<file path="src/rtl/pwm_stat_pkg.sv">
// Package: field positions and widths of the channel status word.
// Assumes a 16-bit implemented word inside a wider read bus.
package pwm_stat_pkg;
    localparam int N_EVT      = 4;
    localparam int REG_W      = 16;
    localparam int POS_STICKY = 12;
    localparam int POS_LIVE   = 8;
    localparam int POS_START  = 7;
    localparam int POS_STOP   = 6;
    localparam int POS_CAP    = 5;
    localparam int POS_PEND   = 4;
    localparam int POS_UREQ   = 3;
    localparam int POS_STEER  = 2;
    localparam int POS_HALF   = 1;
    localparam int POS_RUN    = 0;
endpackage

</file>
<file path="src/rtl/pwm_evt_flag.sv">
// Module: one sticky event flag.
// Sets on a rising input while enabled, or when enable rises with the input
// already high. Clears on a software clear strobe; a set beats the clear.
module pwm_evt_flag (
    input  logic clk,
    input  logic rst_n,
    input  logic en_i,
    input  logic lvl_i,
    input  logic clr_i,
    output logic flag_o
);
    logic lvl_q;
    logic en_q;
    logic set_w;

    // Set condition: new edge on the input, or fresh enable with input high.
    always_comb set_w = en_i && lvl_i && (!lvl_q || !en_q);

    // Remember previous input and enable levels.
    always_ff @(posedge clk) begin
        if (!rst_n) begin
            lvl_q <= 1'b0;
            en_q  <= 1'b0;
        end else begin
            lvl_q <= lvl_i;
            en_q  <= en_i;
        end
    end

    // Sticky flag with set priority.
    always_ff @(posedge clk) begin
        if (!rst_n)      flag_o <= 1'b0;
        else if (set_w)  flag_o <= 1'b1;
        else if (clr_i)  flag_o <= 1'b0;
    end

    AST_EVT_EDGE_SETS: assert property (@(posedge clk) disable iff (!rst_n)
        (en_i && lvl_i && !lvl_q) |=> flag_o);
    AST_EVT_IDLE_WHEN_OFF: assert property (@(posedge clk) disable iff (!rst_n)
        (!en_i && !flag_o) |=> !flag_o);
    AST_EVT_CLEAR_WORKS: assert property (@(posedge clk) disable iff (!rst_n)
        (clr_i && !en_i) |=> !flag_o);
endmodule

</file>
<file path="src/rtl/pwm_run_ctl.sv">
// Module: run status and data-update handshake.
// Assumes start/stop/request strobes and core pulses last one cycle.
// Any clearing source of the run status beats start; a request beats done.
module pwm_run_ctl (
    input  logic clk,
    input  logic rst_n,
    input  logic start_i,
    input  logic stop_i,
    input  logic cyc_end_i,
    input  logic one_shot_i,
    input  logic req_i,
    input  logic done_i,
    output logic run_o,
    output logic pend_o
);
    logic run_clr_w;

    // Sources that end the running cycle.
    always_comb run_clr_w = stop_i || (cyc_end_i && one_shot_i);

    // Run status register.
    always_ff @(posedge clk) begin
        if (!rst_n)         run_o <= 1'b0;
        else if (run_clr_w) run_o <= 1'b0;
        else if (start_i)   run_o <= 1'b1;
    end

    // Update-pending register.
    always_ff @(posedge clk) begin
        if (!rst_n)       pend_o <= 1'b0;
        else if (req_i)   pend_o <= 1'b1;
        else if (done_i)  pend_o <= 1'b0;
    end

    AST_STOP_WINS: assert property (@(posedge clk) disable iff (!rst_n)
        stop_i |=> !run_o);
    AST_START_RUNS: assert property (@(posedge clk) disable iff (!rst_n)
        (start_i && !stop_i && !cyc_end_i) |=> run_o);
    AST_ONESHOT_END: assert property (@(posedge clk) disable iff (!rst_n)
        (cyc_end_i && one_shot_i) |=> !run_o);
    AST_UPD_REQ_SETS: assert property (@(posedge clk) disable iff (!rst_n)
        req_i |=> pend_o);
    AST_UPD_DONE_CLEARS: assert property (@(posedge clk) disable iff (!rst_n)
        (done_i && !req_i) |=> !pend_o);
endmodule

</file>
<file path="src/rtl/pwm_stat_reg.sv">
// Module: top of the PWM channel status/control register.
// Decodes write strobes, holds the capture flag, instantiates one sticky
// flag per event input and assembles the read word. Assumes the register
// is selected whenever bus_wr is high.
module pwm_stat_reg #(
    parameter int RD_W = 32
) (
    input  logic                               clk,
    input  logic                               rst_n,
    input  logic                               bus_wr,
    input  logic [pwm_stat_pkg::REG_W-1:0]     bus_wdata,
    output logic [RD_W-1:0]                    bus_rdata,
    input  logic                               mod_en,
    input  logic [pwm_stat_pkg::N_EVT-1:0]     evt_lvl,
    input  logic                               cap_pulse,
    input  logic                               upd_done,
    input  logic                               cyc_end,
    input  logic                               one_shot,
    input  logic                               steer_ph,
    input  logic                               half_ph,
    input  logic                               data_wr_req,
    output logic                               data_wr_grant,
    output logic                               gen_run,
    output logic                               upd_req
);
    import pwm_stat_pkg::*;

    localparam int EVT_TOP = POS_STICKY + N_EVT - 1;
    localparam int LIV_TOP = POS_LIVE + N_EVT - 1;

    logic [N_EVT-1:0] sticky_w;
    logic [N_EVT-1:0] clr_w;
    logic             start_w;
    logic             stop_w;
    logic             pend_w;
    logic             cap_q;

    // Write-one strobes decoded from the bus.
    always_comb begin
        clr_w   = bus_wr ? bus_wdata[EVT_TOP:POS_STICKY] : '0;
        start_w = bus_wr && bus_wdata[POS_START];
        stop_w  = bus_wr && bus_wdata[POS_STOP];
        upd_req = bus_wr && bus_wdata[POS_UREQ];
    end

    // One sticky flag per event input.
    for (genvar k = 0; k < N_EVT; k++) begin : g_evt
        pwm_evt_flag u_flag (
            .clk    (clk),
            .rst_n  (rst_n),
            .en_i   (mod_en),
            .lvl_i  (evt_lvl[k]),
            .clr_i  (clr_w[k]),
            .flag_o (sticky_w[k])
        );
    end

    pwm_run_ctl u_run (
        .clk        (clk),
        .rst_n      (rst_n),
        .start_i    (start_w),
        .stop_i     (stop_w),
        .cyc_end_i  (cyc_end),
        .one_shot_i (one_shot),
        .req_i      (upd_req),
        .done_i     (upd_done),
        .run_o      (gen_run),
        .pend_o     (pend_w)
    );

    // Capture flag: hardware set beats software clear.
    always_ff @(posedge clk) begin
        if (!rst_n)                               cap_q <= 1'b0;
        else if (cap_pulse)                       cap_q <= 1'b1;
        else if (bus_wr && bus_wdata[POS_CAP])    cap_q <= 1'b0;
    end

    // Data-register writes are refused while an update is pending.
    always_comb data_wr_grant = data_wr_req && !pend_w;

    // Read word assembly; unlisted bits stay 0.
    always_comb begin
        bus_rdata                      = '0;
        bus_rdata[EVT_TOP:POS_STICKY]  = sticky_w;
        bus_rdata[LIV_TOP:POS_LIVE]    = evt_lvl;
        bus_rdata[POS_CAP]             = cap_q;
        bus_rdata[POS_PEND]            = pend_w;
        bus_rdata[POS_STEER]           = steer_ph;
        bus_rdata[POS_HALF]            = half_ph;
        bus_rdata[POS_RUN]             = gen_run;
    end

    AST_CAP_SETS: assert property (@(posedge clk) disable iff (!rst_n)
        cap_pulse |=> bus_rdata[POS_CAP]);
    AST_GRANT_HELD: assert property (@(posedge clk) disable iff (!rst_n)
        upd_req |=> !data_wr_grant);
    AST_RESET_CLEARS: assert property (@(posedge clk)
        !rst_n |=> (bus_rdata[EVT_TOP:POS_STICKY] == '0) && !gen_run && !pend_w && !cap_q);
endmodule

</file>
<file path="config.mk">
export PLATFORM = sky130hd
export DESIGN_NAME = pwm_stat_reg
export DESIGN_NICKNAME = d
export VERILOG_FILES = /design/src/rtl/pwm_stat_pkg.sv /design/src/rtl/pwm_evt_flag.sv /design/src/rtl/pwm_run_ctl.sv /design/src/rtl/pwm_stat_reg.sv
export SDC_FILE = /design/constraint.sdc
export NUM_CORES = 1
export LEC_CHECK = 0
export CORE_MARGIN = 4
export CORE_UTILIZATION = 32
export DETAILED_ROUTE_END_ITERATION = 8
export PLACE_DENSITY = 0.95
export REMOVE_ABC_BUFFERS = 1
export SKIP_CTS_REPAIR_TIMING = 1
export SYNTH_ARGS = -nofsm -noshare
export SYNTH_HDL_FRONTEND = slang
export SYNTH_SLANG_ARGS = --single-unit
export TNS_END_PERCENT = 30
</file>
<file path="constraint.sdc">
create_clock -name clk -period 2.13 [get_ports clk]
set_input_delay 0.426 -clock clk [delete_from_list [all_inputs] [get_ports clk]]
set_output_delay 0.426 -clock clk [all_outputs]
set_load 0.02 [all_outputs]
</file>
==> summary.txt, run 1 <==
Drt
  – Pre-antenna DRT Iters: 4
  – Vias post-DR: 522
  – Post-DR vias/cell: 4.05
  – Avg WL per Cell: 11.2 um
  – DRC violations left: 0
  – Final wirelength: 1440 um
  – DRT iter0 DRCs: 7
  – Detail Route Antenna Nets: 0

Synth
  – Avg Cell Area, Syn: 8.73 um2
  – Gate Count Post-Synth: 79
  – Top_reg_cell synth: dfxtp_1
  – Synth cell types: 14
  – Warnings from Yosys: 0
  – EDFF count, synth: 0
  – Top cell type's share of synthesized area: 0.348
  – Synthesized area: 689 um2
  – Synthesized flop and latch total: 12
  – Area contributors post-synth: dfxtp_1, buf_4, nor2b_1
  – Async SR Flop Fraction: 0
  – Post-synth top cells: buf_4, dfxtp_1, nand2_1
  – Synth area leader: dfxtp_1
  – Sequential fraction of the synthesis area: 0.348
  – Count leader, synth: buf_4

Worst setup path
  – Worst R2R End: g_evt[2].u_flag.flag_o
  – Crit Path Class: in -> out
  – Max stage delay on crit path: 600 ps
  – Worst r2r path cells: 3
  – Crit path DAT: 1580 ps
  – WP buf/inv: 2
  – Crit path max fanout: 1
  – Required @ worst endpoint: 1700 ps
  – Setup crit end kind: primary output
  – Reg-to-reg startpoint: g_evt[2].u_flag.en_q
  – CP max-delay cell: clkdlybuf4s50_1
  – Top Family by Delay on Critical Path: buffers and inverters
  – Most frequent CP cell: clkdlybuf4s50_1
  – R2R setup slack: 1270 ps
  – Setup crit start kind: input pin
  – Crit path cell chain: clkdlybuf4s50_1 > nor2b_1 > clkdlybuf4s50_1

Worst hold path
  – HP Class: reg -> reg
  – Hold path depth: 2
  – Hold Startpoint: cap_q
  – Hold Crit Endpoint: cap_q

Timing
  – Final Max Slew Viols: 0
  – Clock skew: 2.83 ps
  – Final worst path period share: 0.943
  – Final Hold Vio Count: 0
  – Final min period: 2010 ps
  – Sum Neg Setup Slack: 0 ps
  – Fmax: 498 MHz
  – RSZ-0062 raised after global routing: no
  – Final setup viols: 0
  – Setup WS post-layout: 121 ps

Final layout
  – Final net count: 134
  – Multi-input gate area: 262 um2
  – # fillers: 199
  – Core Util, Final: 0.461
  – Reg area: 240 um2
  – Share of post-route cells with drive strength above 1: 0.0686
  – Antenna Cells: 0
  – Area grow syn2layout: 33.8%

Clock tree
  – Clock transition at the registers of the reported paths: 80 ps
  – CTS tree: done
  – Clock Tree Buf Depth: 2
  – H-tree levels: 1
  – Clock Latency Late Sink: 270 ps
  – Clock root cell: clkbuf_4
  – Clock sinks: 12
  – Cts bufs inserted: 3

Floorplanning
  – Die height: 54.4 um
  – Die X: 54.4 um
  – Core area: 2000 um2
  – Starting Density: 0.344
  – IO Pins: 66
  – Die area: 2960 um2
  – Row cnt: 16

Global route
  – Vias in the first global route: 481
  – Largest net degree at the start of global routing: 13
  – First-pass GRT wire length: 2080 um
  – Grt total ovfl: 0
  – Global-route usage over all layers: 0.102
  – Antenna violations before repair: 0

Place
  – Setup WS pre-CTS: 30.8 ps
  – DP HPWL: 1260 um
  – RePlAce Congestion: 0.631
  – Port buffer count: 34

Outcome
  – Status: completed

Flow run
  – Max Cap Viol: 0

Power and ir drop
  – PwrDens: 618 nW/um2
  – Peak supply drop: 305 uV
  – P_leak: 0.000393 uW
## layout make-up
cell class,instances,share of cell area
Sequential cell,12,0.261
Timing Repair Buffer,35,0.380
Tap cell,27,0.0366
Multi-Input combinational cell,51,0.284
Clock buffer,4,0.0393
## worst min-delay path, stage by stage (launching register included)
cell and delay [ps]:
dfxtp_1 340, a21oi_1 60, nor2b_1 90
## cell families (layout without fill, tap and decap cells)
| family | count (synthesis) | after routing | synth area share |
|---|---|---|---|
| flip-flops | 12 | 12 | 0.348 |
| buffers and inverters | 34 | 39 | 0.370 |
| other | 1 | 19 | 0.00544 |
| AND/OR/NAND/NOR | 24 | 24 | 0.181 |
| AO/OA/AOI/OAI | 8 | 8 | 0.0944 |
## per-stage QoR
| stage | std cells | hold WS, ps | area (um2) | total power (uW) |
|---|---|---|---|---|
| floorplan | 63 | 523 | 502 | 313 |
| global placement | 125 | 491 | 883 | 395 |
| detailed placement | 125 | 502 | 883 | 399 |
| CTS | 129 | 524 | 920 | 575 |
| global route | 129 | 546 | 922 | 602 |
| finish | 129 | 518 | 922 | 570 |
## worst max-delay path by stage
stage,startpoint,endpoint,slack (ps),cells past startpoint
final,data_wr_req,data_wr_grant,120,3
after global routing,data_wr_req,data_wr_grant,80,3
after CTS,bus_wr,upd_req,30,3
after detailed placement,bus_wr,upd_req,30,3
after global placement,bus_wr,upd_req,20,3
after floorplan,data_wr_req,data_wr_grant,950,1
## cells in the final DEF (no fill, tap or decap)
cell type	count
nor2_1	1
and2_4	1
a32oi_1	4
nor2b_1	7
dfxtp_1	12
nand2_1	10
a21oi_1	2
o21a_1	1
dlymetal6s2s_1	1
a22oi_2	1
conb_1	19
clkdlybuf4s50_1	33
clkbuf_4	3
and2_1	5
buf_4	1
clkbuf_8	1
## flip-flops by register name (all words and copies together), names as in the netlist
register             flops
u_run.pend_o             1
u_run.run_o              1
cap_q                    1
g_evt.u_flag.flag_o      4
g_evt.u_flag.en_q        1
g_evt.u_flag.lvl_q       4
## per-layer routing
layer,part of all wire,wire [um],track usage
met1,0.31,449,0.0934
met2,0.54,785,0.177
met3,0.13,191,0.0354
met4,0.013,19,0.0913
met5,0,0,0
## report_power, final
part           switching, uW  internal, uW  leakage (uW)  total, uW
clock                   73.1           104     0.0000210        177
sequential              6.83           237     0.0000995        244
combinational           76.7          71.9      0.000273        149
Power figures use the tool's default switching activity.
==> run 2, diff against run 1 <==
==> constraint.sdc (replaced) <==
create_clock -name clk -period 2.13 [get_ports clk]
set_input_delay 0.639 -clock clk [delete_from_list [all_inputs] [get_ports clk]]
set_output_delay 0.639 -clock clk [all_outputs]
set_load 0.02 [all_outputs]
==> run 2 against run 1 <==
Register-to-register slack improved by 20 ps. Routed wire length fell by 4.7%. Via count rose by 3.3%. Largest power group unchanged.
==> summary.txt, run 2 (synthesis results as in run 1) <==
Outcome
  – Status: completed

Drt
  – Pre-antenna DRT Iters: 4
  – Vias post-DR: 539
  – Avg WL per Cell: 10.3 um
  – Final wirelength: 1380 um
  – Detail Route Antenna Nets: 0
  – DRC violations left: 0
  – Post-DR vias/cell: 4.05
  – DRT iter0 DRCs: 1

Clock tree
  – H-tree levels: 1
  – CTS tree: done
  – Clock Latency Late Sink: 260 ps
  – Clock sinks: 12
  – Cts bufs inserted: 3
  – Clock transition at the registers of the reported paths: 70 ps
  – Clock Tree Buf Depth: 2
  – Clock root cell: clkbuf_4

Final layout
  – Final net count: 139
  – Design Area, Final: 951 um2
  – Area grow syn2layout: 37.9%
  – Antenna Cells: 0
  – Share of post-route cells with drive strength above 1: 0.113
  – Top Registers: g_evt.u_flag.flag_o: 4 flops, g_evt.u_flag.lvl_q: 4 flops
  – Most frequent cells in the layout: clkdlybuf4s50_1, conb_1, dfxtp_1, nand2_1, nor2b_1
  – Post-route insts no fill: 133
  – # fillers: 191
  – Multi-input gate area: 262 um2
  – Most common cell after layout, fill and taps aside: clkdlybuf4s50_1
  – Reg area: 240 um2

Floorplanning
  – IO Pins: 66
  – Core area: 2000 um2
  – Die X: 54.4 um
  – Die area: 2960 um2
  – Starting Density: 0.344
  – Die height: 54.4 um
  – Row cnt: 16

Worst hold path
  – Hold path depth: 2
  – Hold Startpoint: cap_q
  – Hold Crit Endpoint: cap_q
  – HP Class: reg -> reg

Place
  – Port buffer count: 34
  – Placed insts: 130
  – DP HPWL: 1180 um
  – RePlAce Congestion: 0.642
  – Placement Cell Area: 921 um2

Worst setup path
  – Worst R2R End: g_evt[1].u_flag.flag_o
  – Setup crit start kind: input pin
  – Reg-to-reg startpoint: g_evt[2].u_flag.en_q
  – Setup crit end kind: primary output
  – Crit path DAT: 1440 ps
  – Required @ worst endpoint: 1490 ps
  – Crit Path Class: in -> out
  – R2R setup slack: 1290 ps
  – Worst r2r path cells: 3
  – Crit path max fanout: 1

Global route
  – Largest net degree at the start of global routing: 13
  – First-pass GRT wire length: 1990 um
  – Global-route usage over all layers: 0.0940
  – Antenna violations before repair: 0
  – Grt total ovfl: 0
  – Vias in the first global route: 484

Flow run
  – Max Cap Viol: 0

Timing
  – Clock skew: 5.65 ps
  – Fmax: 482 MHz
  – Final Hold Vio Count: 0
  – Final Max Slew Viols: 0
  – Final min period: 2070 ps
  – WHS: 522 ps
  – Final worst path period share: 0.974
  – Final setup viols: 0

Power and ir drop
  – PwrDens: 555 nW/um2
  – P_leak: 0.000445 uW
  – Peak supply drop: 256 uV
run 2: report_power, final:
group	internal, uW	switching (uW)
sequential	237	6.75
combinational	75.6	77.0
clock	65.2	65.4
run 2: metrics by stage:
| step | total power, uW | TNS (ps) | utilization | setup WS (ps) |
|---|---|---|---|---|
| finish | 528 | 0 | 0.475 | 55.1 |
| global route | 559 | -10.6 | 0.475 | -10.6 |
| global placement | 402 | -1650 | 0.460 | -402 |
| floorplan | 313 | 0 | - | 525 |
| CTS | 534 | -1650 | 0.471 | -387 |
| detailed placement | 404 | -1650 | 0.460 | -387 |
run 2: critical path, cell delays in order:
cell             delay (ps)
clkdlybuf4s50_1         440
nor2b_1                 120
dlymetal6s2s_1          230
run 2: final cells by class:
class	count	share of cell area
repair buffers	40	0.413
well taps	27	0.0355
flip-flops and latches	12	0.253
multi-input cells	51	0.275
clock buffers	3	0.0237
run 2: routing by layer:
metal | GRT usage | vias to the layer above | routed length, um
met5 | 0 | - | 0
met4 | 0.0498 | 0 | 12
met2 | 0.177 | 40 | 706
li1 | - | 259 | -
met3 | 0.0354 | 2 | 202
met1 | 0.0855 | 238 | 454
run 2: worst max path at each step:
stage,endpoint,slack [ps],start,depth (start not counted)
after floorplan,data_wr_grant,520,data_wr_req,1
after global placement,upd_req,-400,bus_wr,3
after detailed placement,upd_req,-390,bus_wr,3
after CTS,upd_req,-390,bus_wr,3
after global routing,data_wr_grant,-10,data_wr_req,3
final,data_wr_grant,60,data_wr_req,3
